==> config.mk <==
export PLATFORM = sky130hd
export DESIGN_NAME = isqrt_seq
export DESIGN_NICKNAME = d
export VERILOG_FILES = /design/src/rtl/isqrt_pkg.sv /design/src/rtl/isqrt_ctrl.sv /design/src/rtl/isqrt_datapath.sv /design/src/rtl/isqrt_result.sv /design/src/rtl/isqrt_seq.sv
export SDC_FILE = /design/constraint.sdc
export NUM_CORES = 1
export LEC_CHECK = 0
export BUFFER_PORTS_ARGS = -buffer_cell sky130_fd_sc_hd__buf_4
export CAP_MARGIN = 5
export CORE_UTILIZATION = 60
export DETAILED_ROUTE_END_ITERATION = 10
export HOLD_SLACK_MARGIN = 0.12
export PLACE_DENSITY = 0.8
export SYNTH_ARGS = -nofsm -noshare
export SYNTH_HDL_FRONTEND = slang
export SYNTH_SLANG_ARGS = --single-unit
==> constraint.sdc <==
create_clock -name clk -period 5.4 [get_ports clk]
set_clock_uncertainty 0.15 [all_clocks]
set_input_delay 0.54 -clock clk [delete_from_list [all_inputs] [get_ports clk]]
set_output_delay 0.54 -clock clk [all_outputs]
set_load 0.02 [all_outputs]
==> src/rtl/isqrt_pkg.sv <==
package isqrt_pkg;

   typedef enum logic [1:0] {
      ST_IDLE = 2'd0,
      ST_SKIP = 2'd1,
      ST_STEP = 2'd2
   } isqrt_state_e;

endpackage

==> src/rtl/isqrt_ctrl.sv <==
module isqrt_ctrl
   import isqrt_pkg::*;
(
   input  logic clk,
   input  logic rst_n,
   input  logic start,
   input  logic probe_gt,
   input  logic probe_zero,
   input  logic probe_last,
   output logic load,
   output logic skip_shift,
   output logic step_en,
   output logic finish,
   output logic busy
);

   isqrt_state_e state_q, state_d;

   always_comb begin
      state_d    = state_q;
      load       = 1'b0;
      skip_shift = 1'b0;
      step_en    = 1'b0;
      finish     = 1'b0;
      unique case (state_q)
         ST_IDLE: begin
            if (start) begin
               load    = 1'b1;
               state_d = ST_SKIP;
            end
         end
         ST_SKIP: begin
            if (probe_gt) begin
               skip_shift = 1'b1;
            end else if (probe_zero) begin
               finish  = 1'b1;
               state_d = ST_IDLE;
            end else begin
               state_d = ST_STEP;
            end
         end
         ST_STEP: begin
            step_en = 1'b1;
            if (probe_last) begin
               finish  = 1'b1;
               state_d = ST_IDLE;
            end
         end
         default: state_d = ST_IDLE;
      endcase
   end

   always_ff @(posedge clk or negedge rst_n) begin
      if (!rst_n) state_q <= ST_IDLE;
      else        state_q <= state_d;
   end

   assign busy = (state_q != ST_IDLE);

endmodule

==> src/rtl/isqrt_datapath.sv <==
module isqrt_datapath #(
   parameter int OP_W = 16
) (
   input  logic            clk,
   input  logic            rst_n,
   input  logic            load,
   input  logic            skip_shift,
   input  logic            step_en,
   input  logic [OP_W-1:0] operand,
   output logic            probe_gt,
   output logic            probe_zero,
   output logic            probe_last,
   output logic [OP_W-1:0] work_d,
   output logic [OP_W-1:0] res_d
);

   localparam int SUM_W = OP_W + 1;
   localparam logic [OP_W-1:0] PROBE_INIT = OP_W'(1) << (OP_W - 2);

   logic [OP_W-1:0]  work_q, res_q, probe_q, probe_d;
   logic [SUM_W-1:0] trial;
   logic             fits;

   assign trial      = {1'b0, res_q} + {1'b0, probe_q};
   assign fits       = ({1'b0, work_q} >= trial);
   assign probe_gt   = (probe_q > work_q);
   assign probe_zero = (probe_q == '0);
   assign probe_last = ((probe_q >> 2) == '0);

   always_comb begin
      work_d  = work_q;
      res_d   = res_q;
      probe_d = probe_q;
      if (load) begin
         work_d  = operand;
         res_d   = '0;
         probe_d = PROBE_INIT;
      end else if (skip_shift) begin
         probe_d = probe_q >> 2;
      end else if (step_en) begin
         probe_d = probe_q >> 2;
         if (fits) begin
            work_d = work_q - trial[OP_W-1:0];
            res_d  = (res_q >> 1) + probe_q;
         end else begin
            res_d  = res_q >> 1;
         end
      end
   end

   always_ff @(posedge clk or negedge rst_n) begin
      if (!rst_n) begin
         work_q  <= '0;
         res_q   <= '0;
         probe_q <= '0;
      end else begin
         work_q  <= work_d;
         res_q   <= res_d;
         probe_q <= probe_d;
      end
   end

   logic unused_trial_top;
   assign unused_trial_top = trial[OP_W];

endmodule

==> src/rtl/isqrt_result.sv <==
module isqrt_result #(
   parameter int OP_W   = 16,
   parameter bit REM_EN = 1'b1
) (
   input  logic                 clk,
   input  logic                 rst_n,
   input  logic                 finish,
   input  logic [OP_W-1:0]      res_d,
   input  logic [OP_W-1:0]      work_d,
   output logic                 done,
   output logic [OP_W/2-1:0]    root,
   output logic [OP_W/2:0]      rem
);

   localparam int ROOT_W = OP_W / 2;
   localparam int REM_W  = ROOT_W + 1;

   always_ff @(posedge clk or negedge rst_n) begin
      if (!rst_n) begin
         done <= 1'b0;
         root <= '0;
      end else begin
         done <= finish;
         if (finish) root <= res_d[ROOT_W-1:0];
      end
   end

   generate
      if (REM_EN) begin : g_rem
         logic [REM_W-1:0] rem_q;
         always_ff @(posedge clk or negedge rst_n) begin
            if (!rst_n)      rem_q <= '0;
            else if (finish) rem_q <= work_d[REM_W-1:0];
         end
         assign rem = rem_q;
         logic unused_work_hi;
         assign unused_work_hi = ^work_d[OP_W-1:REM_W];
      end else begin : g_no_rem
         assign rem = '0;
         logic unused_work;
         assign unused_work = ^work_d;
      end
   endgenerate

   logic unused_res_hi;
   assign unused_res_hi = ^res_d[OP_W-1:ROOT_W];

endmodule

==> src/rtl/isqrt_seq.sv <==
module isqrt_seq #(
   parameter int OP_W   = 16,
   parameter bit REM_EN = 1'b1,
   localparam int ROOT_W = OP_W / 2,
   localparam int REM_W  = ROOT_W + 1
) (
   input  logic              clk,
   input  logic              rst_n,
   input  logic              start_i,
   input  logic [OP_W-1:0]   operand_i,
   output logic              busy_o,
   output logic              done_o,
   output logic [ROOT_W-1:0] root_o,
   output logic [REM_W-1:0]  rem_o
);

   generate
      if ((OP_W % 2) != 0 || OP_W < 4) begin : g_bad_width
         $error("isqrt_seq: OP_W must be even and at least 4");
      end
   endgenerate

   logic            load, skip_shift, step_en, finish;
   logic            probe_gt, probe_zero, probe_last;
   logic [OP_W-1:0] work_d, res_d;

   isqrt_ctrl u_ctrl (
      .clk        (clk),
      .rst_n      (rst_n),
      .start      (start_i),
      .probe_gt   (probe_gt),
      .probe_zero (probe_zero),
      .probe_last (probe_last),
      .load       (load),
      .skip_shift (skip_shift),
      .step_en    (step_en),
      .finish     (finish),
      .busy       (busy_o)
   );

   isqrt_datapath #(.OP_W(OP_W)) u_dp (
      .clk        (clk),
      .rst_n      (rst_n),
      .load       (load),
      .skip_shift (skip_shift),
      .step_en    (step_en),
      .operand    (operand_i),
      .probe_gt   (probe_gt),
      .probe_zero (probe_zero),
      .probe_last (probe_last),
      .work_d     (work_d),
      .res_d      (res_d)
   );

   isqrt_result #(.OP_W(OP_W), .REM_EN(REM_EN)) u_res (
      .clk    (clk),
      .rst_n  (rst_n),
      .finish (finish),
      .res_d  (res_d),
      .work_d (work_d),
      .done   (done_o),
      .root   (root_o),
      .rem    (rem_o)
   );

endmodule

== Word level (Yosys, flattened, before mapping) ==
Cells that the tools add are included.
Widths: inputs -> output; s select.
Storage, ports and cells
  word-level logic and storage cells: 55
  flip-flop bits (word level): 68
  output and inout port bits: 19
  input bits: 19
Cells by class
  equality and inequality tests: 6
  $lt $le $gt $ge: 2
  multiplexer cells: 25
  $add $sub $neg: 3
  reductions and logical operators: 10
Operators by type and width (number)
  $mux 16: 11
  $logic_not 16->1: 2
  $add 16x16->17: 1
  $ge 16x17->1: 1
  $add 15x16->16: 1
  $gt 16x16->1: 1
  $sub 16x16->16: 1
  $mux 1: 8
  $mux 2: 4
  $ne 2x2->1 const B: 4
  $pmux 2 s3: 1
  $reduce_and 3->1: 2
  $reduce_bool 2->1: 3
  $reduce_bool 3->1: 1
  $eq 2x1->1 const B: 1
  $eq 2x2->1 const B: 1
  $logic_not 2->1: 1
  $pmux 1 s2: 1
  $reduce_and 2->1: 1

== Logic depth before layout (Yosys ltp) ==
Gate-level depths: netlist of the first run.
  word-level depth: 6
  depth in mapped cells: 19

== By module ==
From an unflattened synthesis of the first run, not the netlist that was laid out.
Unflattened totals
  cells, all modules: 505
  area total of the unflattened synthesis: 4626.9 sq um
Modules (own cells, without submodules)
  isqrt_datapath: instances 1, area an instance 3713.6 sq um, cells each 446
  isqrt_result: instances 1, area an instance 710.7 sq um, cells each 37
  isqrt_ctrl: instances 1, area an instance 202.7 sq um, cells each 22

== Least setup slack after synthesis of the first run ==
No wires, ideal clock.
  kind: register to register
  from: register u_dp.probe_q[2]
  to: register u_res.root[1]
  stages on the path, launching flop included: 19
  arrival time: 3694 ps
  slack: 1432 ps
  clock period less this slack: 3968 ps
  library setup time: 125 ps
  path through: dfrtp_1 -> ha_1 -> a31oi_1 -> o21bai_1 -> a21oi_1 -> o21ai_0 -> a31o_2 -> a31oi_1 -> xor2_1 -> ha_1 -> nand3_1 -> a22oi_1 -> o31ai_4 -> a21o_1 -> buf_6 -> buf_6 -> nand2_2 -> a31oi_4 -> mux2_2
Between the ends
  word-level cells in the longest chain between the ends: 6
  elaborated cells on any way between the ends: 15
  classes of those cells: 1 x add/sub; 2 x order compare; 10 x mux; 2 x reduce/logical
RTL lines
  start: declaration: RTL line isqrt_datapath.sv:20  | logic [OP_W-1:0] work_q, res_q, probe_q, probe_d;
  start signal: assignment: RTL line isqrt_datapath.sv:59  | probe_q <= probe_d;
  $add 16x16->17: RTL line isqrt_datapath.sv:24  | assign trial = {1'b0, res_q} + {1'b0, probe_q};
  $ge 16x17->1: RTL line isqrt_datapath.sv:25  | assign fits = ({1'b0, work_q} >= trial);
  $mux 16: RTL line isqrt_datapath.sv:42  | if (fits) begin
  $mux 16: RTL line isqrt_datapath.sv:40  | end else if (step_en) begin
  $mux 16 (*): RTL line isqrt_datapath.sv:38  | end else if (skip_shift) begin
  $mux 16 (*): RTL line isqrt_datapath.sv:34  | if (load) begin
  net res_d[1]: RTL line isqrt_seq.sv:25  | logic [OP_W-1:0] work_d, res_d;
  end signal: assignment: RTL line isqrt_result.sv:24  | if (finish) root <= res_d[ROOT_W-1:0];
  end: declaration: RTL line isqrt_result.sv:11  | output logic [OP_W/2-1:0] root,
The timed path passes the listed nets; every way through them passes the cells marked *. The select of a mux whose other input is x is not followed.
A chain may end at the register's enable or synchronous reset.

== Worst setup path in the final report of the first run ==
  from: register u_dp.probe_q[2]
  to: register u_res.g_rem.rem_q[5], in the netlist u_res.rem[5]
Between the ends
  word-level cells in the longest chain between the ends: 6
  elaborated cells on any way between the ends: 16
  classes of those cells: 2 x add/sub; 2 x order compare; 10 x mux; 2 x reduce/logical
RTL lines
  $add 16x16->17: RTL line isqrt_datapath.sv:24
  $sub 16x16->16 or $ge 16x17->1 (tied branches): RTL line isqrt_datapath.sv:43, isqrt_datapath.sv:25
  $mux 16: RTL line isqrt_datapath.sv:42
  $mux 16: RTL line isqrt_datapath.sv:40
  $mux 16: RTL line isqrt_datapath.sv:38
  $mux 16: RTL line isqrt_datapath.sv:34
  end signal: assignment: RTL line isqrt_result.sv:33  | else if (finish) rem_q <= work_d[REM_W-1:0];
  end: declaration: RTL line isqrt_result.sv:30  | logic [REM_W-1:0] rem_q;
Several ways; a longest one is shown, not always the timed one. The select of a mux whose other input is x is not followed.

==> impl_metrics.toml, run 1 <==
[grt]
grt.total_usage_pct = 31.57
antenna_found_initial = 0
grt_first_pass_wirelength_um = 20040
grt_pass1_vias = 3980
top_usage_layer = "met2"
use_met3_pct = 6.007
grt_start_max_net_pins = 61
globalRouteMet1Util_pct = 41.91
grtUsageMet2_pct = 50.06
grt-ovfl-total = 0

[floorplanning]
ios = 38
die_area_um2 = 8120
die_w_um = 90.11
start_util_pct = 63.21
core_area_um2 = 7370
row_count = 31
dieHeight_um = 90.11

[power_and_ir_drop]
power.share.clock_pct = 15.1
power.net_switching_mw = 1.677
power.density_nw_per_um2 = 664.0
p_leak_nw = 2.404
comb_power_share_pct = 61.6
power.internal_mw = 1.801
seqPwrFrac_pct = 23.3
ir_worst_vdd_mv = 0.3555
swShare_pct = 48.22

[routing]
via_per_inst = 6.262
wire_per_inst_um = 18.89
initialDrtViolationCount = 285
routed_wl_um = 12130
drtPass1Iterations = 5
drc = 0
via_count = 4020
antenna_left = 0

[finish]
drive_above_1_share_pct = 18.05
n_antenna_cell = 0
layout.cells.non_filler = 642
fill_cells = 600
final_nets = 603
syn_to_final_growth_pct = 12.46

[synth]
post_synth.cell_area_avg_um2 = 9.242
syn_area_um2 = 4658
synth_cell_types = 72
syn_inst = 504
synth_ff_type = "dfrtp_1"
ys_ff_latch = 60
synthArstFlopShare_pct = 100.0
yosysWarnings = 0
syn_nets = 569
synth_edf_count = 0
ys_seq_area_share_pct = 32.23

[worst_setup_path]
r2r_cells = 16
path_class = "register to register"
crit_fanout = 18
start_kind = "register"
r2r_end = "u_res.rem[5]"
end_kind = "register"
reg2reg_from = "u_dp.probe_q[2]"
cp.required_ps = 5470
arrival_ps = 4940
r2r_slack_ps = 530

[cts]
cts_buffers = 9
cts_resized = 0
postCtsSetupRepairBufs = 0
cts_tree = "done"
clkTransAtPathRegs_ps = 80
clock_latency_ps = 360
clockRootBuffer = "clkbuf_8"
clock_sinks = 60
holdBufCountCts = 0
ctsLongestPathBuffers = 2
htree_num_levels = 3

[sta]
setup-tns-final_ps = 0
finalHoldViolations = 0
fmax_ghz = 0.2053
finalCritPeriodShare_pct = 90.19
setup_viol = 0
worstMarginPinSlew_ps = 986.3
slew_headroom_pct = 34.00
drv_slew = 0
final.min_clock_period_ps = 4870
rsz0062_at_grt = "no"

[status]
status = "completed"

[worst_hold_path]
hold_class = "input port to async pin"

[placed_design]
placed_cells = 626
dp_hpwl_um = 8646
port_buffers = 37
place.gp.congestion = 0.9375

[run]
max_cap_viol_count = 0
==> registers in the layout, summed over array words and instances, names as in the netlist <==
| register | count |
|---|---|
| u_dp.res_q | 16 |
| u_res.rem | 9 |
| u_res.root | 8 |
| u_ctrl.state_q | 2 |
| u_res.done | 1 |
| u_dp.work_q | 16 |
| u_dp.probe_q | 8 |
==> power by group through the flow <==
stage	clock network [mW]	registers, mW	logic [mW]
2_1_floorplan	0	0.821	1.60
3_3_place_gp	0	0.808	2.03
6_report	0.524	0.811	2.14
4_1_cts	0.528	0.806	2.11
3_5_place_dp	0	0.812	2.09
5_1_grt	0.545	0.833	2.33
==> through the flow <==
stage,total power [mW],hold slack (ps),instance area [um2],util (%),worst slack (ps)
2_1_floorplan,2.419,94.41,4658,-,1432
3_3_place_gp,2.839,311.3,4990,67.71,812.4
3_5_place_dp,2.899,317.7,4990,67.71,649.8
5_1_grt,3.707,158.9,5239,71.09,218.7
6_report,3.479,96.74,5239,71.09,529.6
4_1_cts,3.441,133.5,5239,71.09,613.6
==> cell usage in the layout, fill, tap and decap left out, types with 3 or more instances in the layout <==
master	synthesis	routed
a31oi_1	17	17
mux2i_1	13	13
bufinv_16	0	3
a21oi_1	43	43
or2_2	4	4
o221ai_1	6	6
nor2_1	38	38
a211oi_1	10	10
dfrtp_1	60	60
o21a_1	3	3
nand2_1	44	44
o21ai_0	27	27
nor3_1	13	13
o21bai_1	4	4
o31a_1	4	4
nand3_1	10	10
nor2b_1	3	3
xnor2_1	21	21
buf_4	1	41
a21o_1	10	10
mux2_2	10	10
inv_1	21	21
and3_1	3	3
a31o_2	3	3
ha_1	45	45
clkbuf_8	0	10
xor2_1	15	15
and2_1	3	3
==> cell usage after synthesis (all sizes together), types with 3 or more instances <==
cell type  number  area [um2]
a21o           12       92.59
ha             45       563.0
o221ai          6       52.55
nor3           15       85.08
mux2           11       127.6
and3            3       18.77
xnor2          21       183.9
buf             8       61.31
nand3          10       50.05
and2            5       36.29
a211oi         10       75.07
a31o            3       26.28
o31ai           4       48.79
xor2           15       131.4
o21bai          4       30.03
or2             4       25.02
o31a            4       35.03
a21oi          45       240.2
nor2b           3       18.77
o21a            4       37.53
nand2          46       182.7
mux2i          13       130.1
clkbuf         10       38.78
a31oi          19       148.9
inv            21       78.83
o21ai          28       140.1
nor2           39       153.9
dfrtp          60        1501
==> critical path, cell delays in order, from the launching register on <==
cell	delay [ps]
dfrtp_1	450
ha_1	380
a31oi_1	270
o21bai_1	150
a21oi_1	270
o21ai_0	180
a31o_2	310
a31oi_1	210
xor2_1	100
ha_1	340
nand3_1	110
a22oi_1	290
o31ai_4	170
a21o_1	470
nor2_4	450
mux2i_1	300
o221ai_1	140
==> metal layers <==
layer	vias up	wire length [um]
met2	130	5592
met5	-	0
met1	1942	5560
li1	1916	-
met4	0	359
met3	32	615
==> layout make-up <==
class                           instances  area (um2)  share of cell area (%)
Inverter                               21       78.83                   1.505
Multi-Input combinational cell        405        2978                   56.84
Sequential cell                        60        1501                   28.66
Clock inverter                          6       111.4                   2.126
Tap cell                               99       123.9                   2.364
Timing Repair Buffer                   41       307.8                   5.875
Clock buffer                           10       137.6                   2.627
==> logic make-up after synthesis <==
group,count (synthesis),synth area share (%)
mux,24,5.533
flops,60,32.23
simple gates,143,15.53
fa+ha+maj,46,12.52
compound gates,156,23.58
buf+inv,39,3.841
xor+xnor,36,6.769
==> worst max-delay path by stage <==
| stage | startpoint | to | slack, ps | depth (start not counted) |
|---|---|---|---|---|
| after detailed placement | u_dp.probe_q[0] | u_res.root[2] | 650 | 15 |
| after global routing | u_dp.probe_q[2] | u_dp.work_q[1] | 220 | 16 |
| after floorplan | u_dp.probe_q[2] | u_res.root[1] | 1430 | 18 |
| final | u_dp.probe_q[2] | u_res.rem[5] | 530 | 16 |
| after CTS | u_dp.probe_q[0] | u_res.root[2] | 610 | 15 |
| after global placement | u_dp.probe_q[0] | u_res.root[2] | 810 | 15 |
No activity file was read; power rests on OpenSTA's default activity.
==> inputs of run 2 (changes only) <==
Settings changed: CELL_PAD_IN_SITES_DETAIL_PLACEMENT from default to 0, CELL_PAD_IN_SITES_GLOBAL_PLACEMENT from default to 1, CORE_UTILIZATION 60 to 47, HOLD_SLACK_MARGIN 0.12 to 0.05, PLACE_DENSITY 0.8 to default, PLACE_DENSITY_LB_ADDON from default to 0.1.
==> run 2 against run 1 <==
Against the previous run: utilization decreased by 16 points; wire length decreased by 1.0%; count of clock-buffer cells in the layout shrank 1; power is 3.3% lower; critical endpoint is now u_res.rem[7].
==> impl_metrics.toml, run 2 (synthesis gave the netlist of run 1 again) <==
[finish]
multiInputGateArea_um2 = 2978
n_antenna_cell = 0
final_util_pct = 55.52
regArea_um2 = 1501
final_nets = 603
layout_common_cells = "60 x dfrtp_1, 45 x ha_1, 44 x nand2_1, 43 x a21oi_1, 41 x buf_4"
fill_cells = 888
drive_above_1_share_pct = 18.05
syn_to_final_growth_pct = 12.22
layout.cells.non_filler = 672
layout_commonest_cell = "dfrtp_1"

[placed_design]
dp_hpwl_um = 8851
port_buffers = 37
place.gp.congestion = 0.8366
pre_cts_ws_ps = 576.5
placed_cells = 656

[cts]
htree_num_levels = 3
clkTransAtPathRegs_ps = 90
holdBufCountCts = 0
cts_buffers = 9
cts_resized = 0
ctsLongestPathBuffers = 2
clockRootBuffer = "clkbuf_8"
clock_sinks = 60
clock_latency_ps = 360
postCtsSetupRepairBufs = 0
cts_tree = "done"

[sta]
drv_slew = 0
finalHoldViolations = 0
final.min_clock_period_ps = 4878
worst_slack_ps = 521.8
fmax_ghz = 0.2050
worstMarginPinSlew_ps = 1080
rsz0062_at_grt = "no"
setup_viol = 0
finalCritPeriodShare_pct = 90.34
setup-tns-final_ps = 0
slew_headroom_pct = 27.71
fin_hold_ws_ps = 84.20

[grt]
grt_first_pass_wirelength_um = 19940
grt_pass1_vias = 3782
grt_start_max_net_pins = 61
grt-ovfl-total = 0
antenna_found_initial = 0
grt.total_usage_pct = 25.32

[power_and_ir_drop]
comb_power_share_pct = 63.1
ir_worst_vdd_mv = 0.2796
power.internal_mw = 1.696
power.net_switching_mw = 1.670
p_leak_nw = 2.377
power.share.clock_pct = 12.8
swShare_pct = 49.61
power.density_nw_per_um2 = 643.8
seqPwrFrac_pct = 24.1

[worst_setup_path]
cp_common_cell = "ha_1"
path_cells = "ha_1 -> ha_1 -> a211o_1 -> a31oi_4 -> o21a_4 -> and2b_2 -> xnor2_1 -> ha_1 -> nand4_1 -> nand2b_1 -> a31oi_1 -> nor3_2 -> a21o_1 -> nor2_4 -> mux2i_1 -> a221oi_1"
critPathBufInv = 0
path_class = "register to register"
crit_fanout = 18
start_kind = "register"
end_kind = "register"
critPathMaxStageDelay_ps = 730
arrival_ps = 4980
crit_family = "compound AO/OA/AOI/OAI gates"
cp.required_ps = 5500
cp_slowest_cell = "a21o_1"

[floorplanning]
core_area_um2 = 9415
ios = 38
dieHeight_um = 101.6
row_count = 35
die_w_um = 101.6
start_util_pct = 49.48
die_area_um2 = 10310

[routing]
via_per_inst = 5.827
drtPass1Iterations = 5
wire_per_inst_um = 17.86
antenna_left = 0
initialDrtViolationCount = 162
drc = 0
via_count = 3916
routed_wl_um = 12000

[run]
max_cap_viol_count = 0

[status]
status = "completed"

[worst_hold_path]
hold_class = "input port to async pin"
run 2: changes by cell type in the layout (fill, tap and decap cells not counted):
cell,before,now
clkbuf_8,10,9
bufinv_16,3,1
clkinvlp_4,1,2
clkinv_4,1,2
inv_6,0,1
run 2: area by class of cell:
| cell class | instances | share of cell area, % |
|---|---|---|
| Inverter | 21 | 1.508 |
| Multi-Input combinational cell | 405 | 56.97 |
| Clock inverter | 7 | 1.460 |
| Tap cell | 129 | 3.088 |
| Timing Repair Buffer | 41 | 5.888 |
| Clock buffer | 9 | 2.370 |
| Sequential cell | 60 | 28.72 |
run 2: worst paths after layout:
kind                                 startpoint              end  slack, ps  cells past startpoint
worst min register to register     u_res.rem[6]     u_res.rem[6]        340                      2
worst max-delay path            u_dp.probe_q[0]     u_res.rem[7]        520                     16
worst min-delay path                      rst_n   u_dp.work_q[6]         80                      1
max in group asynchronous                 rst_n   u_dp.work_q[0]       4440                      1
worst max register to register  u_dp.probe_q[0]     u_res.rem[7]        520                     16
min in group clk                  operand_i[12]  u_dp.work_q[12]        250                      3
run 2: metal layers:
metal  vias to the layer above  wire, um  GRT usage (%)
met5                         -         0              0
met4                         0       120          7.246
met3                        12       519          4.555
met2                        71      5529          40.96
met1                      1904      5832          34.60
li1                       1929         -              -
run 2: stage by stage:
| stage | power [mW] | cell area [um2] |
|---|---|---|
| after floorplan | 2.419 | 4658 |
| after global placement | 2.907 | 5027 |
| after detailed placement | 2.927 | 5027 |
| after CTS | 3.375 | 5228 |
| after global routing | 3.645 | 5228 |
| final | 3.365 | 5228 |
run 2: power by group through the flow:
stage               sequential (mW)  combinational [mW]  clock, mW
finish                        0.812                2.12      0.429
global route                  0.834                2.35      0.457
CTS                           0.809                2.12      0.442
detailed placement            0.815                2.11          0
global placement              0.815                2.09          0
floorplan                     0.821                1.60          0
==> inputs of run 3 (changes only) <==
Settings changed: CORE_UTILIZATION 47 to 40.
==> run 3 against run 2 <==
Against the previous run: hold slack improved by 44 ps; critical path depth did not move; clock power rose by 36%; utilization fell by 8.5 points; largest power group unchanged; register-to-register slack improved by 50 ps; critical endpoint unchanged; global-route usage fell by 2.4 points; power rose by 5.5%.
==> impl_metrics.toml, run 3 (synthesis gave the netlist of run 1 again) <==
[power_and_ir_drop]
power.total_mw = 3.550
seqPwrFrac_pct = 23.0
power.density_nw_per_um2 = 663.4
p_leak_nw = 2.436
ir_worst_vdd_mv = 0.2821
power.net_switching_mw = 1.669
swShare_pct = 47.01
comb_power_share_pct = 60.6
power.share.clock_pct = 16.4
power.internal_mw = 1.881

[sta]
worstMarginPinSlew_ps = 1106
final.min_clock_period_ps = 4830
worst_slack_ps = 570.4
setup-tns-final_ps = 0
slew_headroom_pct = 25.97
rsz0062_at_grt = "no"
fmax_ghz = 0.2071
setup_viol = 0
finalHoldViolations = 0
drv_slew = 0
finalCritPeriodShare_pct = 89.44
fin_hold_ws_ps = 128.1

[finish]
final_nets = 605
layout.cells.non_filler = 686
drive_above_1_share_pct = 17.86
fill_cells = 1087
regArea_um2 = 1501
n_antenna_cell = 0
stdcell_area_um2 = 5351
layout_common_cells = "60 x dfrtp_1, 45 x ha_1, 44 x nand2_1, 43 x a21oi_1, 43 x buf_4"
final_util_pct = 47.07
multiInputGateArea_um2 = 2978
layout_commonest_cell = "dfrtp_1"
syn_to_final_growth_pct = 14.88

[grt]
top_usage_layer = "met2"
grt_pass1_vias = 3842
grt_first_pass_wirelength_um = 20310
grt-ovfl-total = 0
grtUsageMet2_pct = 36.70
antenna_found_initial = 0
grt.total_usage_pct = 22.89
use_met3_pct = 3.260
grt_start_max_net_pins = 61
globalRouteMet1Util_pct = 30.79

[cts]
clock_latency_ps = 340
clkTransAtPathRegs_ps = 50
cts_resized = 0
postCtsSetupRepairBufs = 0
clockRootBuffer = "clkbuf_16"
holdBufCountCts = 0
htree_num_levels = 3
ctsLongestPathBuffers = 2
clock_sinks = 60
cts_buffers = 9
cts_tree = "done"

[worst_setup_path]
critPathMaxStageDelay_ps = 720
start_kind = "register"
end_kind = "register"
r2r_cells = 16
crit_fanout = 18
path_cells = "ha_1 -> ha_1 -> a211o_1 -> a31oi_4 -> o21a_4 -> and2b_2 -> xnor2_1 -> ha_1 -> nand4_1 -> nand2b_1 -> a31oi_1 -> nor3_2 -> a21o_1 -> nor2_4 -> mux2i_1 -> a221oi_1"
reg2reg_from = "u_dp.probe_q[0]"
cp.required_ps = 5480
cp_common_cell = "ha_1"
crit_family = "compound AO/OA/AOI/OAI gates"
cp_slowest_cell = "a21o_1"
path_class = "register to register"
arrival_ps = 4910
r2r_end = "u_res.rem[7]"
critPathBufInv = 0
r2r_slack_ps = 570

[routing]
drc = 0
via_per_inst = 5.612
drtPass1Iterations = 4
antenna_left = 0
initialDrtViolationCount = 189
via_count = 3850
routed_wl_um = 12710
wire_per_inst_um = 18.53

[placed_design]
placed_area_um2 = 5060
port_buffers = 37
placed_cells = 672
place.gp.congestion = 0.8605
pre_cts_ws_ps = 557.8
dp_hpwl_um = 9430

[floorplanning]
die_w_um = 109.9
dieHeight_um = 109.9
row_count = 39
die_area_um2 = 12080
start_util_pct = 40.97
core_area_um2 = 11370
ios = 38

[status]
status = "completed"

[worst_hold_path]
hold_class = "input port to async pin"

[run]
max_cap_viol_count = 0
==> run 3: final cells by class <==
cell class	instances	share of cell area, %
Clock inverter	2	0.6547
Inverter	21	1.473
Timing Repair Buffer	43	6.032
Sequential cell	60	28.06
Tap cell	143	3.343
Multi-Input combinational cell	405	55.65
Clock buffer	12	4.793
==> run 3: per-layer routing <==
layer / vias to the layer above / part of all wire (%) / wire length, um
met5: - / 0 / 0
met4: 0 / 1.4 / 180
met3: 10 / 4.0 / 509
met2: 59 / 46 / 5803
met1: 1849 / 49 / 6218
li1: 1932 / - / -
==> run 3: how the worst max path moves through the flow <==
stage / startpoint / end / slack, ps / cells past startpoint
floorplan: u_dp.probe_q[2] / u_res.root[1] / 1430 / 18
global route: u_dp.probe_q[2] / u_res.rem[7] / 240 / 16
global placement: u_dp.probe_q[0] / u_res.rem[7] / 720 / 16
CTS: u_dp.probe_q[0] / u_res.rem[7] / 530 / 16
finish: u_dp.probe_q[0] / u_res.rem[7] / 570 / 16
detailed placement: u_dp.probe_q[2] / u_dp.work_q[5] / 560 / 16
==> run 3: power by group through the flow <==
stage	Combinational [mW]	Clock, mW	Sequential [mW]
final	2.15	0.582	0.815
after CTS	2.16	0.597	0.816
after floorplan	1.60	0	0.821
after global placement	2.14	0	0.823
after global routing	2.38	0.610	0.841
after detailed placement	2.15	0	0.822
